File: src/rtl/tbase_split_counter.sv
module tbase_split_counter #(
  parameter int HALF_W      = 32,
  parameter int NUM_W       = 10,
  parameter int SYNC_STAGES = 2,
  parameter int RD_LO       = 268,
  parameter int RD_HI       = 269,
  parameter int WR_LO       = 284,
  parameter int WR_HI       = 285
) (
  input  logic                clk,
  input  logic                soft_rst_n,
  input  logic                tb_enable,
  input  logic                clk_sel,
  input  logic                tick_src_a,
  input  logic                tick_src_b,
  input  logic                reg_rd,
  input  logic                reg_wr,
  input  logic [NUM_W-1:0]    reg_num,
  input  logic [HALF_W-1:0]   reg_wdata,
  input  logic                super_mode,
  output logic [HALF_W-1:0]   reg_rdata,
  output logic                priv_viol,
  output logic [2*HALF_W-1:0] tb_value,
  output logic                lo_wrap
);
  localparam logic [HALF_W-1:0] ALL_ONES = '1;

  logic [SYNC_STAGES-1:0] sync_a, sync_b;
  logic edge_prev;
  logic [HALF_W-1:0] cnt_lo, cnt_hi;

  always_ff @(posedge clk) begin
    if (!soft_rst_n) begin
      sync_a    <= '0;
      sync_b    <= '0;
      edge_prev <= 1'b0;
    end else begin
      sync_a[0] <= tick_src_a;
      sync_b[0] <= tick_src_b;
      for (int i = 1; i < SYNC_STAGES; i++) begin
        sync_a[i] <= sync_a[i-1];
        sync_b[i] <= sync_b[i-1];
      end
      edge_prev <= clk_sel ? sync_b[SYNC_STAGES-1] : sync_a[SYNC_STAGES-1];
    end
  end

  wire sel_lvl  = clk_sel ? sync_b[SYNC_STAGES-1] : sync_a[SYNC_STAGES-1];
  wire adv      = soft_rst_n & tb_enable & sel_lvl & ~edge_prev;
  wire lo_carry = adv & (cnt_lo == ALL_ONES);

  wire hit_wr_lo = reg_wr & (reg_num == NUM_W'(WR_LO));
  wire hit_wr_hi = reg_wr & (reg_num == NUM_W'(WR_HI));
  wire wr_ok     = soft_rst_n & super_mode;
  wire wr_bad    = soft_rst_n & ~super_mode & (hit_wr_lo | hit_wr_hi);

  always_ff @(posedge clk) begin
    if (hit_wr_lo && wr_ok)      cnt_lo <= reg_wdata;
    else if (adv)                cnt_lo <= cnt_lo + 1'b1;
    if (hit_wr_hi && wr_ok)      cnt_hi <= reg_wdata;
    else if (lo_carry)           cnt_hi <= cnt_hi + 1'b1;
  end

  always_ff @(posedge clk) begin
    if (!soft_rst_n) begin
      priv_viol <= 1'b0;
      lo_wrap   <= 1'b0;
    end else begin
      priv_viol <= wr_bad;
      lo_wrap   <= lo_carry;
    end
  end

  assign reg_rdata = !reg_rd                       ? '0 :
                     (reg_num == NUM_W'(RD_LO))    ? cnt_lo :
                     (reg_num == NUM_W'(RD_HI))    ? cnt_hi : '0;
  assign tb_value  = {cnt_hi, cnt_lo};
endmodule

File: config.mk
export PLATFORM = sky130hd
export DESIGN_NAME = tbase_split_counter
export DESIGN_NICKNAME = d
export VERILOG_FILES = /design/src/rtl/tbase_split_counter.sv
export SDC_FILE = /design/constraint.sdc
export NUM_CORES = 1
export LEC_CHECK = 0
export BUFFER_PORTS_ARGS = -buffer_cell sky130_fd_sc_hd__buf_2
export CORE_MARGIN = 8
export CORE_UTILIZATION = 47
export DETAILED_ROUTE_END_ITERATION = 7
export PLACE_DENSITY = 0.78
export SETUP_SLACK_MARGIN = 0.02
export SLEW_MARGIN = 15
export SYNTH_ARGS = -nofsm -noshare
export SYNTH_HDL_FRONTEND = slang
export SYNTH_SLANG_ARGS = --single-unit
File: constraint.sdc
create_clock -name clk -period 2.5 [get_ports clk]
set_input_delay 0.5 -clock clk [delete_from_list [all_inputs] [get_ports clk]]
set_output_delay 0.5 -clock clk [all_outputs]
set_load 0.005 [all_outputs]
==> impl_metrics.csv, run 1 <==
group,metric,value,unit
logic_synthesis,synthAdderAreaFrac,0.548,%
hold_path,hold_path.class,"in2reg",
routing,drt-pass1-iter-count,5,
run,drv_cap,0,
global_routing,grt_pass1_vias,4480,
power_and_ir_drop,comb_power_share,5.4,%
timing,rsz0062_at_grt,"yes",
logic_synthesis,syn-num-nets,537,
logic_synthesis,synth_commonest_cells,"nor2_1, edfxtp_1, nand2_1",
clock_network,cts_sinks,71,
placed_design,placed_area,0.00564,sq mm
finish,final_nets,699,
die,row_count,36,
logic_synthesis,yosysTopAreaCell,"edfxtp_1",
logic_synthesis,ys_seq_area_share,45.2,%
logic_synthesis,synth_area_per_cell,9.43,sq um
timing,setup_viol,32,
finish,drive_above_1_share,31.4,%
logic_synthesis,synth_seq_cells,71,
setup_path,worstPathArrival,2.11,ns
timing,setup_ws,-0.107,ns
routing,via_per_inst,5.72,
logic_synthesis,synth_top_area_share,42.1,%
routing,avgRoutedWirePerCell,18.7,um
logic_synthesis,synth_compound_area_share,6.93,%
timing,max_freq,0.384,GHz
logic_synthesis,synthFlopType,"edfxtp_1",
timing,finClkSkew,0.00866,ns
logic_synthesis,synth_simple_gate_area_share,25.6,%
logic_synthesis,synth_top_family_by_area,"simple AND/OR/NAND/NOR gates",
power_and_ir_drop,p_sw_share,21.5,%
finish,finalInstanceArea,0.00587,sq mm
power_and_ir_drop,leakage,2.38,nW
power_and_ir_drop,power_frac_seq,53.5,%
setup_path,cp-startpoint,"reg_num[7]",
power_and_ir_drop,power_density,413,mW/mm^2
logic_synthesis,synth_most_common_cell,"nor2_1",
routing,drtAntennaViolNets,0,
logic_synthesis,netlist_instances,484,
logic_synthesis,synth_warnings,0,
routing,post-route-drc-count,0,
finish,final.fill_count,814,
global_routing,antenna_found_initial,1,
routing,wl,14.6,mm
timing,whs,0.357,ns
status,status,"finished, violations left",
finish,multi_input_area,0.00238,sq mm
timing,slew_headroom,64.9,%
finish,seqCellArea,0.00206,sq mm
power_and_ir_drop,p_int,1.90,mW
clock_network,cts_tree,"done",
die,fp.dieH,115,um
clock_network,clk-insertion-delay-late,0.36,ns
finish,syn_to_final_growth,28.6,%
routing,num_vias,4481,
clock_network,cts.path.max_buffers,2,
setup_path,required,2.00,ns
logic_synthesis,synth_edf_count,64,
clock_network,clk_transition_reported_paths,0.07,ns
die,core,0.00959,sq mm
setup_path,rr_startpoint,"cnt_lo[1]",
logic_synthesis,yosys.cell_types.count,42,
die,pin_count,149,
logic_synthesis,synth_area,0.00457,sq mm
power_and_ir_drop,p_sw,519,uW
status,violations,"setup timing",
logic_synthesis,synthArstFlopShare,0,%
timing,drv_slew,0,
finish,finalNonFillerCells,784,
global_routing,grt_max_degree,40,
global_routing,grt.overflow.total,0,
setup_path,endpoint_kind,"primary output",
clock_network,cts_inserted_buffers,9,
die,dieArea,0.0131,sq mm
die,start_util,47.6,%
clock_network,htree_levels,3,
logic_synthesis,synth-xor-area-share,11.3,%
clock_network,cts_hold_buf,0,
setup_path,path_class,"in2out",
timing,finalCritPeriodShare,104,%
clock_network,cts_root_buf,"clkbuf_8",
setup_path,path_max_fanout,16,
logic_synthesis,synth.area.top_cells,"edfxtp_1, xor2_1, mux2i_1, nor2_1, nand2_1",
power_and_ir_drop,pwr-share-clk,41.1,%
routing,drtIter0Drc,309,
placed_design,globalplace.congestion,0.832,
setup_path,start_kind,"input pin",
placed_design,portBuffers,148,
global_routing,grt_first_pass_wirelength,22.7,mm
timing,fin_crit,2.61,ns
global_routing,grt_use_total,22.3,%
timing,hold_viol_final,0,
timing,worstMarginPinSlew,0.524,ns
hold_path,hold_path_startpoint,"tick_src_b",
power_and_ir_drop,ir_drop,0.000226,V
placed_design,dpl.hpwl,11.0,mm
placed_design,placed_cells,768,
logic_synthesis,synthMuxAreaShare,7.23,%
die,fp.dieW,115,um
## state kept, by name, indices dropped and copies added (netlist names)
signal,flops
sync_a,2
sync_b,2
edge_prev,1
priv_viol,1
cnt_hi,32
lo_wrap,1
cnt_lo,32
## layer usage
| metal | vias up | global-route usage (%) | share of wire, % |
|---|---|---|---|
| met3 | 43 | 3.96 | 7.5 |
| met1 | 2102 | 25.8 | 38 |
| met4 | 0 | 13.9 | 3.2 |
| met2 | 264 | 37.4 | 51 |
| li1 | 2072 | - | - |
| met5 | - | 0 | 0 |
## final timing paths
check                 end  slack (ns)  cells past startpoint
max          reg_rdata[8]       -0.11                      6
max reg2reg     cnt_hi[0]        0.27                      7
min             sync_b[0]        0.36                      2
min reg2reg     sync_a[1]        0.45                      1
## layout make-up
| cell class | count | share of cell area, % |
|---|---|---|
| Antenna cell | 1 | 0.0426 |
| Clock buffer | 10 | 2.17 |
| Clock inverter | 5 | 1.26 |
| Inverter | 5 | 0.320 |
| Multi-Input combinational cell | 387 | 40.5 |
| Sequential cell | 71 | 35.1 |
| Tap cell | 133 | 2.84 |
| Timing Repair Buffer | 172 | 17.7 |
## per-stage QoR
| stage | worst slack [ns] | util (%) | total power, mW | TNS [ns] |
|---|---|---|---|---|
| floorplan | 0.0925 | - | 1.37 | 0 |
| global placement | -0.0506 | 58.8 | 1.45 | -1.19 |
| detailed placement | -0.117 | 58.8 | 1.45 | -2.47 |
| CTS | -0.0990 | 61.0 | 2.43 | -2.06 |
| global route | -0.130 | 61.2 | 2.49 | -2.99 |
| finish | -0.107 | 61.2 | 2.42 | -2.15 |
## power groups by stage
stage                     Sequential [mW]  Clock (mW)  Combinational, mW
after detailed placement             1.32           0              0.128
after CTS                            1.29        1.00              0.130
final                                1.29       0.995              0.132
after floorplan                      1.32           0             0.0514
after global routing                 1.30        1.05              0.142
after global placement               1.32           0              0.125
## timing repair
item / in CTS / in global routing
setup buffers: 0 / 0
setup endpoints to repair: 32 / 32
gates resized for setup: 4 / 6
endpoints found under the hold margin: 0 / 0
## critical path: stages
cell	delay, ns
buf_6	0.09
or4b_4	0.52
or4_4	0.54
buf_12	0.18
nor2_1	0.12
buf_2	0.14
## kinds of logic after synthesis
family | after synthesis
compound gates | 63
xor+xnor | 59
fa+ha+maj | 2
buf+inv | 26
flops | 71
mux | 33
simple gates | 230
## cell usage in the layout (no fill, tap or decap), types with 14 or more instances in the layout
master	Yosys	layout
edfxtp_1	64	64
a21oi_1	27	27
nand2_1	52	52
nand3_1	28	28
xor2_1	39	39
o21ai_0	32	32
nand4_1	23	23
mux2i_1	33	33
nor2_1	66	57
buf_4	2	15
buf_2	6	147
and3_1	14	14
xnor2_1	20	20
Power figures use the tool's default switching activity.
==> run 2, diff against run 1 <==
==> constraint.sdc (replaced) <==
create_clock -name clk -period 2.5 [get_ports clk]
set_input_delay 0.5 -clock clk [delete_from_list [all_inputs] [get_ports clk]]
set_output_delay 0.5 -clock clk [all_outputs]
set_load 0.02 [all_outputs]
==> run 2 against run 1 <==
  * The flow still finishes with violations (setup timing)
  * Worst setup slack worse by 0.038 ns
  * Maximum frequency is 1.5% lower
  * Hold slack worse by 0.0026 ns
  * Register-to-register slack lost 0.03 ns
  * Clock skew increased by 0.0059 ns
  * Largest cell class unchanged
  * Highest routed layer unchanged
==> impl_metrics.csv, run 2 (same netlist as run 1, synthesis figures left out) <==
group,metric,value,unit
die,fp.dieW,115,um
routing,drtIter0Drc,304,
finish,finalInstanceArea,0.00616,sq mm
timing,fin_crit,2.65,ns
placed_design,placed_area,0.00571,sq mm
timing,drv_slew,0,
global_routing,grt_use_met1,26.6,%
die,core,0.00959,sq mm
global_routing,grt.overflow.total,0,
hold_path,hold_path.class,"in2reg",
run,drv_cap,0,
clock_network,cts_root_buf,"clkbuf_8",
routing,post-route-drc-count,0,
status,status,"finished, violations left",
timing,max_freq,0.378,GHz
power_and_ir_drop,p_sw_share,21.8,%
setup_path,endpoint_kind,"primary output",
die,start_util,47.6,%
global_routing,grt_use_total,21.8,%
global_routing,gr-usage-met3,4.22,%
power_and_ir_drop,power_density,419,mW/mm^2
finish,drive_above_1_share,34.6,%
placed_design,portBuffers,148,
timing,fin_setup_tns,-3.66,ns
global_routing,grt_pass1_vias,4376,
setup_path,start_kind,"input pin",
finish,reg_top3,"cnt_hi x32, cnt_lo x32",
finish,final_nets,701,
timing,worstMarginPinSlew,0.574,ns
power_and_ir_drop,leakage,2.41,nW
finish,seqCellArea,0.00206,sq mm
routing,drtAntennaViolNets,0,
routing,wl,14.5,mm
finish,multi_input_area,0.00245,sq mm
power_and_ir_drop,pwr-share-clk,44.4,%
global_routing,grt_first_pass_wirelength,22.6,mm
timing,hold_viol_final,0,
setup_path,worstPathArrival,2.15,ns
timing,finClkSkew,0.0145,ns
clock_network,clk-insertion-delay-late,0.35,ns
setup_path,path_class,"in2out",
timing,setup_viol,31,
clock_network,cts_tree,"done",
die,row_count,36,
power_and_ir_drop,ir_drop,0.000301,V
clock_network,htree_levels,3,
setup_path,required,2.00,ns
die,pin_count,149,
finish,syn_to_final_growth,34.9,%
global_routing,grt_use_met2,37.1,%
timing,slew_headroom,61.7,%
placed_design,dpl.hpwl,10.9,mm
power_and_ir_drop,p_sw,562,uW
finish,final.fill_count,776,
global_routing,grt.busiest_layer,"met2",
timing,finalCritPeriodShare,106,%
finish,layout_commonest_cell,"buf_2",
clock_network,clk_transition_reported_paths,0.08,ns
clock_network,cts_sinks,71,
setup_path,path_max_fanout,24,
timing,setup_ws,-0.145,ns
routing,num_vias,4398,
timing,whs,0.355,ns
die,fp.dieH,115,um
power_and_ir_drop,power_frac_seq,50.2,%
placed_design,globalplace.congestion,0.827,
clock_network,cts.path.max_buffers,2,
timing,rsz0062_at_grt,"yes",
routing,via_per_inst,5.59,
status,violations,"setup timing",
finish,final_util,64.2,%
power_and_ir_drop,comb_power_share,5.4,%
power_and_ir_drop,p_int,2.02,mW
die,dieArea,0.0131,sq mm
global_routing,grt_max_degree,32,
routing,avgRoutedWirePerCell,18.4,um
placed_design,dp_slack,-0.180,ns
routing,drt-pass1-iter-count,6,
clock_network,cts_inserted_buffers,9,
global_routing,antenna_found_initial,1,
finish,final_cell_mix,"buf_2, edfxtp_1, nand2_1",
-- run 2: cell types whose count changed in the layout (fill, tap and decap cells not counted), sizes merged --
cell / delta
clkbuf: -1
bufinv: +1
inv: +1
buf: +2
-- run 2: path summary, 6_finish.rpt --
path / from / endpoint / slack (ns) / cells after the start
worst min register to register: sync_a[0] / sync_a[1] / 0.44 / 1
worst min-delay path: tick_src_b / sync_b[0] / 0.35 / 2
worst max register to register: cnt_lo[0] / cnt_hi[17] / 0.24 / 7
worst max-delay path: reg_num[7] / reg_rdata[4] / -0.15 / 6
-- run 2: power groups by stage --
stage | Clock [mW] | Sequential (mW) | Combinational (mW)
2_1_floorplan | 0 | 1.33 | 0.0544
3_3_place_gp | 0 | 1.32 | 0.134
3_5_place_dp | 0 | 1.32 | 0.138
4_1_cts | 1.15 | 1.29 | 0.140
5_1_grt | 1.21 | 1.30 | 0.150
6_report | 1.15 | 1.29 | 0.141
-- run 2: critical path, stage by stage --
cell    delay (ns)
buf_6         0.09
or4b_4        0.53
or4_4         0.54
buf_12        0.21
nor2_2        0.13
buf_4         0.14
-- run 2: area by class of cell --
cell class | count | area share, %
clock inverter | 7 | 1.95
antenna | 1 | 0.0406
tap | 133 | 2.70
timing repair buffer | 174 | 19.8
multi-input combinational | 387 | 39.7
inverter | 5 | 0.305
clock buffer | 9 | 2.01
sequential | 71 | 33.5
-- run 2: layer usage --
metal	share of wire [%]	routed length, um
met2	51	7370
met1	40	5830
met5	0	0
met3	6.9	994
met4	1.8	267
-- run 2: metrics by stage --
step / cells / power (mW)
2_1_floorplan: 484 / 1.38
3_3_place_gp: 770 / 1.46
3_5_place_dp: 770 / 1.46
4_1_cts: 786 / 2.59
5_1_grt: 787 / 2.65
6_report: 787 / 2.58
-- run 2: what timing repair did --
action,in CTS,in global routing
resized for setup,48,14
cloned,0,0
pin swaps,2,0
hold buffers,0,0
setup buffers,0,0
endpoints found under the setup margin,31,32
